<file path="src/rtl/tc_pkg.sv">
package tc_pkg;

    typedef enum logic [1:0] {
        ST_IDLE = 2'd0,
        ST_RUN  = 2'd1,
        ST_IVL  = 2'd2,
        ST_FULL = 2'd3
    } tc_state_e;

    typedef enum logic {
        TAG_VALUE    = 1'b0,
        TAG_INTERVAL = 1'b1
    } tc_tag_e;

    function automatic int tc_max(input int a, input int b);
        return (a > b) ? a : b;
    endfunction

endpackage

</file>
<file path="src/rtl/tc_sample_reg.sv">
module tc_sample_reg #(
    parameter int W = 8
) (
    input  logic         clk,
    input  logic         rst_n,
    input  logic [W-1:0] sample_in,
    input  logic         load_ref,
    output logic [W-1:0] smp_q,
    output logic [W-1:0] ref_q,
    output logic         differs
);

    // Registered sample and the reference the change detector compares to.
    always_ff @(posedge clk or negedge rst_n) begin
        if (!rst_n) begin
            smp_q <= '0;
            ref_q <= '0;
        end else begin
            smp_q <= sample_in;
            if (load_ref) begin
                ref_q <= smp_q;
            end
        end
    end

    assign differs = (smp_q != ref_q);

endmodule

</file>
<file path="src/rtl/tc_interval.sv">
module tc_interval #(
    parameter int CW = 12
) (
    input  logic          clk,
    input  logic          rst_n,
    input  logic          clear,
    input  logic          count_en,
    input  logic          latch,
    output logic          at_limit,
    output logic [CW-1:0] ivl_q
);

    localparam logic [CW-1:0] LIMIT = {CW{1'b1}};

    logic [CW-1:0] cnt_q;

    // Periods since the last recorded event; the held interval is the
    // count plus the current period.
    always_ff @(posedge clk or negedge rst_n) begin
        if (!rst_n) begin
            cnt_q <= '0;
            ivl_q <= '0;
        end else begin
            if (latch) begin
                ivl_q <= cnt_q + 1'b1;
            end
            if (clear) begin
                cnt_q <= '0;
            end else if (count_en && (cnt_q != LIMIT)) begin
                cnt_q <= cnt_q + 1'b1;
            end
        end
    end

    assign at_limit = (cnt_q == (LIMIT - 1'b1));

endmodule

</file>
<file path="src/rtl/tc_wr_ptr.sv">
module tc_wr_ptr #(
    parameter int DEPTH = 64,
    parameter int AW    = 6
) (
    input  logic          clk,
    input  logic          rst_n,
    input  logic          clear,
    input  logic          advance,
    output logic [AW-1:0] ptr_q,
    output logic          room_after
);

    localparam int XW = AW + 2;

    logic [XW-1:0] need;

    always_ff @(posedge clk or negedge rst_n) begin
        if (!rst_n) begin
            ptr_q <= '0;
        end else if (clear) begin
            ptr_q <= '0;
        end else if (advance) begin
            ptr_q <= ptr_q + 1'b1;
        end
    end

    // Used while the interval word goes to ptr_q: a further pair needs
    // addresses ptr_q+1 and ptr_q+2 inside the memory.
    assign need       = XW'(ptr_q) + XW'(3);
    assign room_after = (need <= XW'(DEPTH));

endmodule

</file>
<file path="src/rtl/tc_capture.sv">
module tc_capture
    import tc_pkg::*;
#(
    parameter  int W     = 8,
    parameter  int CW    = 12,
    parameter  int DEPTH = 64,
    localparam int AW    = $clog2(DEPTH),
    localparam int DW    = tc_max(W, CW)
) (
    input  logic          clk,
    input  logic          rst_n,
    input  logic          run,
    input  logic [W-1:0]  sample_in,
    output logic          mem_we,
    output logic [AW-1:0] mem_addr,
    output logic [DW-1:0] mem_data,
    output logic          mem_tag,
    output logic          full
);

    tc_state_e     state_q, state_d;
    logic [W-1:0]  smp_q, ref_q;
    logic          differs;
    logic          at_limit;
    logic [CW-1:0] ivl_q;
    logic [AW-1:0] ptr_q;
    logic          room_after;
    logic          full_q;

    logic arm_go, record_go, load_ref, cnt_clear, cnt_en, we_int;

    tc_sample_reg #(.W(W)) u_sample (
        .clk       (clk),
        .rst_n     (rst_n),
        .sample_in (sample_in),
        .load_ref  (load_ref),
        .smp_q     (smp_q),
        .ref_q     (ref_q),
        .differs   (differs)
    );

    tc_interval #(.CW(CW)) u_interval (
        .clk      (clk),
        .rst_n    (rst_n),
        .clear    (cnt_clear),
        .count_en (cnt_en),
        .latch    (record_go),
        .at_limit (at_limit),
        .ivl_q    (ivl_q)
    );

    tc_wr_ptr #(.DEPTH(DEPTH), .AW(AW)) u_ptr (
        .clk        (clk),
        .rst_n      (rst_n),
        .clear      (arm_go),
        .advance    (we_int),
        .ptr_q      (ptr_q),
        .room_after (room_after)
    );

    // Event decode shared by next-state and output logic.
    assign arm_go    = (state_q == ST_IDLE) && run;
    assign record_go = (state_q == ST_RUN) && run && (differs || at_limit);
    assign load_ref  = arm_go || record_go;
    assign cnt_clear = arm_go || record_go;
    assign cnt_en    = ((state_q == ST_RUN) && run) || (state_q == ST_IVL);

    // State register.
    always_ff @(posedge clk or negedge rst_n) begin
        if (!rst_n) begin
            state_q <= ST_IDLE;
        end else begin
            state_q <= state_d;
        end
    end

    // Sticky full flag, cleared by arming.
    always_ff @(posedge clk or negedge rst_n) begin
        if (!rst_n) begin
            full_q <= 1'b0;
        end else if (arm_go) begin
            full_q <= 1'b0;
        end else if ((state_q == ST_IVL) && !room_after) begin
            full_q <= 1'b1;
        end
    end

    // Next state.
    always_comb begin
        state_d = state_q;
        unique case (state_q)
            ST_IDLE: state_d = run ? ST_RUN : ST_IDLE;
            ST_RUN: begin
                if (!run) begin
                    state_d = ST_IDLE;
                end else if (record_go) begin
                    state_d = ST_IVL;
                end
            end
            ST_IVL: begin
                if (!run) begin
                    state_d = ST_IDLE;
                end else if (!room_after) begin
                    state_d = ST_FULL;
                end else begin
                    state_d = ST_RUN;
                end
            end
            ST_FULL: state_d = run ? ST_FULL : ST_IDLE;
            default: state_d = ST_IDLE;
        endcase
    end

    // Outputs.
    always_comb begin
        we_int   = 1'b0;
        mem_tag  = TAG_VALUE;
        mem_data = DW'(ref_q);
        unique case (state_q)
            ST_IDLE: begin
                we_int = 1'b0;
            end
            ST_RUN: begin
                we_int   = record_go;
                mem_tag  = TAG_VALUE;
                mem_data = DW'(ref_q);
            end
            ST_IVL: begin
                we_int   = 1'b1;
                mem_tag  = TAG_INTERVAL;
                mem_data = DW'(ivl_q);
            end
            ST_FULL: begin
                we_int = 1'b0;
            end
            default: we_int = 1'b0;
        endcase
    end

    assign mem_we   = we_int;
    assign mem_addr = ptr_q;
    assign full     = full_q;

endmodule

</file>
<file path="config.mk">
export PLATFORM = sky130hd
export DESIGN_NAME = tc_capture
export DESIGN_NICKNAME = d
export VERILOG_FILES = /design/src/rtl/tc_pkg.sv /design/src/rtl/tc_sample_reg.sv /design/src/rtl/tc_interval.sv /design/src/rtl/tc_wr_ptr.sv /design/src/rtl/tc_capture.sv
export SDC_FILE = /design/constraint.sdc
export NUM_CORES = 1
export LEC_CHECK = 0
export BUFFER_PORTS_ARGS = -buffer_cell sky130_fd_sc_hd__buf_2
export CAP_MARGIN = 20
export CORE_ASPECT_RATIO = 1.75
export CORE_MARGIN = 2
export CORE_UTILIZATION = 52
export DETAILED_ROUTE_END_ITERATION = 7
export GPL_ROUTABILITY_DRIVEN = 0
export GPL_TIMING_DRIVEN = 0
export PLACE_DENSITY_LB_ADDON = 0.3
export SLEW_MARGIN = 5
export SYNTH_ARGS = -nofsm -noshare
export SYNTH_HDL_FRONTEND = slang
export SYNTH_SLANG_ARGS = --single-unit
</file>
<file path="constraint.sdc">
create_clock -name clk -period 2.19 [get_ports clk]
set_input_delay 0.3285 -clock clk [delete_from_list [all_inputs] [get_ports clk]]
set_output_delay 0.3285 -clock clk [all_outputs]
set_load 0.05 [all_outputs]
</file>
After elaboration in Yosys (flattened, before gate mapping) --
Index checks and enable logic that the tools add are counted. Widths: inputs -> output; s select.
Storage, ports and cells: bits in latches 0, memory bits (writable) 0, bits in registers 49, memory bits (read-only) 0, output and inout bits 21, memories 0
Operators by class: magnitude comparators 1, add/subtract/negate cells 3, $mul 0, bitwise logic cells 0, reductions and logical operators 14, multiplexer cells 16, eq/ne operators 7, shifts and indexed selects 0, div/mod/pow operators 0
Operators with widths (count):
- $mux 12 | 3
- $add 12x1->12 const B | 1
- $eq 12x12->1 const B | 1
- $mux 6 | 2
- $ne 12x12->1 const B | 1
- $mux 2 | 5
- $le 8x7->1 const B | 1
- $ne 8x8->1 | 1
- $pmux 2 s4 | 1
- $add 6x2->7 const B | 1
- $add 6x1->6 const B | 1
- $reduce_bool 2->1 | 3
- $logic_and 1x1->1 | 5
- $eq 2x2->1 const B | 2
- $mux 1 | 4
- $logic_or 1x1->1 | 3
- $ne 3x3->1 const B | 1
- $pmux 1 s3 | 1
- $eq 2x1->1 const B | 1
- $logic_not 2->1 | 1
- $reduce_or 2->1 | 1
- $logic_not 1->1 | 1

Logic depth before layout (Yosys ltp) --
Gate-level depths: netlist of the first run.
depth after elaboration 6, gate-level depth with buffers 8, gate-level depth less buffers 7

Cells and area by module --
A second synthesis of the first run with hierarchy kept.
Second synthesis, totals: cell total of the unflattened synthesis 233, area total of the unflattened synthesis 2547.4 um^2
By module, submodules not included:
- tc_interval | cells each 130, instances 1, area an instance 1302.5 um^2, sequential area each 600.6 um^2
- tc_sample_reg | cells each 36, instances 1, area an instance 581.8 um^2, sequential area each 400.4 um^2
- tc_capture | cells each 35, instances 1, area an instance 332.8 um^2, sequential area each 75.1 um^2
- tc_wr_ptr | cells each 32, instances 1, area an instance 330.3 um^2, sequential area each 150.1 um^2

Worst setup path before layout of the first run --
No wires, ideal clock.
kind register -> output, from reg state_q[0], to out mem_data[6], buffers on the path 2, cell stages (with the launch flop) 5, data arrival time 1.983 ns, slack -0.122 ns, cell sequence dfrtp_1 nor2b_1 clkbuf_1 clkbuf_1 mux2_2
Between the ends: longest elaborated chain between the ends 2
Ends and longest elaborated chain:
- start: declaration | RTL line tc_capture.sv:21 | tc_state_e state_q, state_d;
- start signal: assignment | RTL line tc_capture.sv:73 | state_q <= state_d;
- $eq 2x2->1 | RTL line tc_capture.sv:119 | unique case (state_q)
- $mux 12 | RTL line tc_capture.sv:119
- end: declaration | RTL line tc_capture.sv:16 | output logic [DW-1:0] mem_data,
No other way between the ends.

Worst setup path in the final report of the first run --
from reg state_q[1], to out mem_we
Between the ends: longest elaborated chain between the ends 4
Ends and longest elaborated chain:
- $eq 2x1->1 | RTL line tc_capture.sv:63, tc_capture.sv:119
- $logic_and 1x1->1 (2 in series) | RTL line tc_capture.sv:63 | assign record_go = (state_q == ST_RUN) && run && (differs || at_limit);
- $pmux 1 s3 * | RTL line tc_capture.sv:119
- end: declaration | RTL line tc_capture.sv:14 | output logic mem_we,
Mark *: on every way between the ends. The rest lies on a longest branch, timed or not.

==> results_dict.tcl, run 1 <==
set metrics [dict create \
    outcome "complete, no violations" \
    rsz0062_at_grt "yes" \
    die_y_um 96.14 \
    syn_nets 250 \
    fin_crit_ps 2139 \
    drtAntennaViolNets 0 \
    muxShareOfSynthArea 0.1096 \
    clk-insertion-delay-late_ps 310 \
    regArea_um2 1230 \
    track_usage 0.2023 \
    cts_buffers 5 \
    yosys.area.top_type "dfrtp_1" \
    fin_cells 329 \
    drt_pre_antenna_iters 4 \
    maxClockFrequency_mhz 467.6 \
    seq_area_frac_synth 0.4861 \
    final_cell_mix "dfrtp_1 (46), nand2_1 (35), buf_2 (32)" \
    grt_max_degree 50 \
    wl_per_cell_um 15.26 \
    ioPinCount 32 \
    drt-initial-drc-count 48 \
    cpMaxStageDelayCell "dfrtp_1" \
    worstPathArrival_ps 1810 \
    cts_tree "built" \
    synth-seq-cells 49 \
    total_power_uw 2691 \
    rows 33 \
    nets 292 \
    synth_edf_count 0 \
    slew_viol_final 0 \
    synth_xor_area_frac 0.06250 \
    syn_inst 234 \
    wl_um 5022 \
    holdWs_ps 117.2 \
    fill_cells 398 \
    critPathLaunchType "flip-flop" \
    gr-total-overflow 0 \
    pre_cts_slack_ps -126.3 \
    setup_violations 0 \
    dp_cells 317 \
    hp-class "primary input to flip-flop" \
    ys_top_cells_by_area "dfrtp_1 (49%), mux2_2 (5.4%), nand2_1 (5.2%)" \
    multi_input_area_um2 1291 \
    synth.avg_cell_area_um2 10.78 \
    start_util 0.5406 \
    die-area_um2 5446 \
    setup_ws_ps 51.42 \
    antennaDiodeCount 0 \
    worst_slew_pin_slew_ps 435.5 \
    syn2layout_area_growth_pct 19.10 \
    cp_slowest_stage_delay_ps 430 \
    grt_pass1_vias 1919 \
    drc 0 \
    via_count 1883 \
    peakVddDrop_uv 802.5 \
    worstSetupEndpointType "primary output" \
    synth_top_area_frac 0.4861 \
    synth_top_family_by_area "simple AND/OR/NAND/NOR gates" \
    io_buffers 31 \
    ys_warn_count 0 \
    report.final.hold_viol_count 0 \
    synth_fa_ha_area_frac 0.02480 \
    powerDensity_nw_per_um2 895.9 \
    layout_worst_path_cycle_share 0.9765 \
    fin_setup_tns_ps 0 \
    critical_path_required_ps 1860 \
    synth_flop_cell "dfrtp_1" \
    post-dp-hpwl_um 3681 \
    synth_simple_gate_area_frac 0.1930 \
    synth_compound_area_frac 0.09325 \
    maxCapViolCount 0 \
    finalClockSkew_ps 10.10 \
    cts.path.max_buffers 2 \
    cp_cell_sequence "nand2b_1 -> a21oi_1 -> and2_4 -> buf_8" \
    worstSetupPathType "flip-flop to primary output" \
    cts-root-buf "clkbuf_8" \
    p_leak_uw 0.001482 \
    h-tree-depth 2 \
    drive_above_1_share 0.3069 \
    synthArstFlopShare 1.000 \
    antenna_found_initial 0 \
    core_area_um2 4666 \
    final_common_cell "dfrtp_1" \
    cp_max_fo 5 \
    relSlewSlack 0.7057 \
    grt_pass1_wl_um 8562 \
    clk_pin_slew_ps 100 \
    clock-sinks 49 \
    chipWidth_um 56.65 \
    vias_per_cell 5.723 \
    yosysUniqueCellTypes 42 \
    netlist_area_um2 2522 \
]
-- cells in the mapped netlist (7+ instances only) --
cell / instances
dfrtp_1: 49
xnor2_1: 7
mux2_1: 9
nand3_1: 9
mux2_2: 12
xor2_1: 11
nor2_1: 9
and3_1: 8
a221o_1: 9
inv_1: 7
nor3_1: 7
nand2_1: 35
-- worst max-delay path: cells and delay by family (launching register included) --
family | cells | cell delay (ps)
AOI/OAI and AO/OA | 1 | 430
buffers and inverters | 1 | 140
DFF | 1 | 430
and+or+nand+nor | 2 | 500
-- metal layers --
| layer | up-vias | GRT usage | wire length [um] |
|---|---|---|---|
| met5 | - | 0 | 0 |
| met4 | 0 | 0.07341 | 99 |
| met3 | 9 | 0.02957 | 155 |
| met2 | 32 | 0.3924 | 2852 |
| met1 | 941 | 0.2173 | 1914 |
| li1 | 901 | - | - |
-- area by class of cell --
| class | instances | share of cell area |
|---|---|---|
| Tap cell | 52 | 0.02166 |
| Multi-Input combinational cell | 168 | 0.4298 |
| Sequential cell | 49 | 0.4094 |
| Timing Repair Buffer | 38 | 0.07830 |
| Inverter | 7 | 0.008746 |
| Clock inverter | 3 | 0.008330 |
| Clock buffer | 5 | 0.02291 |
| Buffer | 7 | 0.02082 |
-- per-stage QoR --
step	utilization	instance area (um2)
finish	0.6439	3004
global route	0.6439	3004
CTS	0.6254	2918
detailed placement	0.5881	2744
global placement	0.5881	2744
floorplan	-	2524
-- state kept, by name (all words and copies together) (netlist names) --
register / flops
u_interval.cnt_q: 12
u_interval.ivl_q: 12
u_sample.ref_q: 8
u_sample.smp_q: 8
u_ptr.ptr_q: 6
state_q: 2
full: 1
-- final timing paths --
kind	from	endpoint	slack, ps	cells after the start
max	state_q[1]$_DFFE_PN0P_	mem_we	50	4
min	sample_in[7]	u_sample.smp_q[7]$_DFF_PN0_	120	1
max reg2reg	u_interval.cnt_q[2]$_DFFE_PN0P_	u_interval.cnt_q[6]$_DFFE_PN0P_	70	6
min reg2reg	u_interval.ivl_q[9]$_DFFE_PN0P_	u_interval.ivl_q[9]$_DFFE_PN0P_	480	1
max in group asynchronous	rst_n	u_interval.cnt_q[1]$_DFFE_PN0P_	1210	3
min in group asynchronous	rst_n	full$_DFFE_PN0P_	470	2
-- cells by family (layout without fill, tap and decap cells) --
family | Yosys count | count (layout)
compound gates | 27 | 27
flops | 49 | 49
mux | 25 | 25
xor+xnor | 18 | 18
simple gates | 93 | 93
fa+ha+maj | 5 | 5
buf+inv | 17 | 60
-- report_power, final --
group	switching, uW	internal (uW)
registers	184	1070
logic	526	345
clock network	329	233
-- repair_timing --
item | in CTS | in global routing
endpoints found under the setup margin | 34 | 21
pin swaps | 1 | 3
buffers inserted | 3 | 2
endpoints found under the hold margin | 0 | 16
hold buffers | 0 | 1
resized for setup | 18 | 9
Note: power is estimated with default switching activity, not from simulation.
==> inputs of run 2 (changes only) <==
--- a/config.mk
+++ b/config.mk
@@ -14,6 +14,7 @@
 export GPL_ROUTABILITY_DRIVEN = 0
 export GPL_TIMING_DRIVEN = 0
 export PLACE_DENSITY_LB_ADDON = 0.3
+export RECOVER_POWER = 25
 export SLEW_MARGIN = 5
 export SYNTH_ARGS = -nofsm -noshare
 export SYNTH_HDL_FRONTEND = slang
==> run 2 against run 1 <==
  * Power is essentially flat
  * First-iteration DRC count is 2.1% lower
  * Clock power about the same
  * Clock skew about the same
  * Sequential power is essentially flat
  * Core utilization about the same
  * Worst hold slack hardly changed
  * Global-route usage unchanged
  * Non-clock buffer count did not move
  * Wire length barely moved
  * Fmax about the same
  * Critical endpoint unchanged
==> results_dict.tcl, run 2 (synthesis results as in run 1) <==
set metrics [dict create \
    drc 0 \
    cts.path.max_buffers 2 \
    drive_above_1_share 0.3032 \
    worstSetupEndpointType "primary output" \
    holdWs_ps 117.1 \
    worst_path_dominant_cell_family "simple AND/OR/NAND/NOR gates" \
    cts-root-buf "clkbuf_8" \
    maxClockFrequency_mhz 467.6 \
    fill_cells 399 \
    chipWidth_um 56.65 \
    peakVddDrop_uv 802.5 \
    core_area_um2 4666 \
    cts_buffers 5 \
    regArea_um2 1230 \
    clk-insertion-delay-late_ps 310 \
    grt_pass1_vias 1919 \
    worstSetupPathType "flip-flop to primary output" \
    critPathLaunchType "flip-flop" \
    worst_slew_pin_slew_ps 942.4 \
    cp_slowest_stage_delay_ps 430 \
    powerDensity_nw_per_um2 896.3 \
    ioPinCount 32 \
    cp_cell_sequence "nand2b_1 -> a21oi_1 -> and2_4 -> buf_8" \
    cpMaxStageDelayCell "dfrtp_1" \
    rows 33 \
    post-dp-hpwl_um 3681 \
    clock-sinks 49 \
    clk_pin_slew_ps 100 \
    slew_viol_final 0 \
    setup_violations 0 \
    wl_um 5024 \
    rsz0062_at_grt "yes" \
    relSlewSlack 0.3717 \
    antennaDiodeCount 0 \
    critical_path_required_ps 1860 \
    p_leak_uw 0.001479 \
    path_buf_inv 1 \
    multi_input_area_um2 1291 \
    gr-total-overflow 0 \
    cts_tree "built" \
    worstPathArrival_ps 1810 \
    start_util 0.5406 \
    grt_max_degree 50 \
    nets 292 \
    vias_per_cell 5.726 \
    final_cell_mix "dfrtp_1 (46), nand2_1 (35), buf_2 (31)" \
    setup_ws_ps 51.45 \
    report.final.hold_viol_count 0 \
    h-tree-depth 2 \
    finalClockSkew_ps 10.08 \
    io_buffers 31 \
    cp_max_fo 5 \
    pre_cts_slack_ps -126.3 \
    grt_pass1_wl_um 8562 \
    fin_setup_tns_ps 0 \
    drtAntennaViolNets 0 \
    die_y_um 96.14 \
    outcome "complete, no violations" \
    hp-class "primary input to flip-flop" \
    via_count 1884 \
    wl_per_cell_um 15.27 \
    layout_worst_path_cycle_share 0.9765 \
    die-area_um2 5446 \
    final_util 0.6436 \
    antenna_found_initial 0 \
    reg_top3 "u_interval.cnt_q: 12 flops, u_interval.ivl_q: 12 flops" \
    syn2layout_area_growth_pct 19.05 \
    drt_pre_antenna_iters 4 \
    drt-initial-drc-count 47 \
    track_usage 0.2023 \
    fin_crit_ps 2139 \
    total_power_uw 2691 \
    final_common_cell "dfrtp_1" \
    maxCapViolCount 0 \
]
run 2: changes by cell type in the layout (fill, tap and decap cells not counted):
cell      before  now
buf_2         32   31
clkbuf_1       0    1
run 2: through the flow:
step	cells	cell area [um2]
after floorplan	234	2524
after global placement	317	2744
after detailed placement	317	2744
after CTS	325	2918
after global routing	329	3003
final	329	3003
run 2: path summary, 6_finish.rpt:
| path | from | end | slack, ps | cells past startpoint |
|---|---|---|---|---|
| worst max-delay path | state_q[1]$_DFFE_PN0P_ | mem_we | 50 | 4 |
| max in group asynchronous | rst_n | u_interval.cnt_q[1]$_DFFE_PN0P_ | 820 | 3 |
| worst max register to register | u_interval.cnt_q[2]$_DFFE_PN0P_ | u_interval.cnt_q[6]$_DFFE_PN0P_ | 70 | 6 |
| worst min register to register | u_interval.ivl_q[9]$_DFFE_PN0P_ | u_interval.ivl_q[9]$_DFFE_PN0P_ | 480 | 1 |
| worst min-delay path | sample_in[7] | u_sample.smp_q[7]$_DFF_PN0_ | 120 | 1 |
| min in group asynchronous | rst_n | full$_DFFE_PN0P_ | 670 | 2 |
run 2: final cells by class:
| type | count | share of cell area |
|---|---|---|
| multi-input cells | 168 | 0.4300 |
| flip-flops and latches | 49 | 0.4096 |
| repair buffers | 38 | 0.07792 |
| clock buffers | 5 | 0.02292 |
| well taps | 52 | 0.02167 |
| plain buffers | 7 | 0.02083 |
| inverters | 7 | 0.008750 |
| clock inverters | 3 | 0.008333 |
run 2: worst reg2reg max path, stage by stage, from the launching register on:
cell and delay, ps:
dfrtp_1 470, nand4_1 210, o31a_1 380, a31oi_2 340, a311oi_2 120, buf_6 170, a221o_1 300
run 2: routing by layer:
layer	wire, um	vias up	share of wire	global-route usage
li1	-	901	-	-
met1	1916	942	0.38	0.2173
met2	2852	32	0.57	0.3924
met3	155	9	0.031	0.02957
met4	99	0	0.020	0.07341
met5	0	-	0	0
run 2: what timing repair did:
item	CTS	global route
hold buffers	0	1
buffers inserted	3	2
pin swaps	1	3
hold endpoints to repair	0	16
endpoints found under the setup margin	34	21
gates resized for setup	18	9
run 2: where the power goes:
group / total, uW / switching (uW) / internal (uW)
Clock: 563 / 329 / 233
Combinational: 871 / 526 / 345
Sequential: 1260 / 184 / 1070
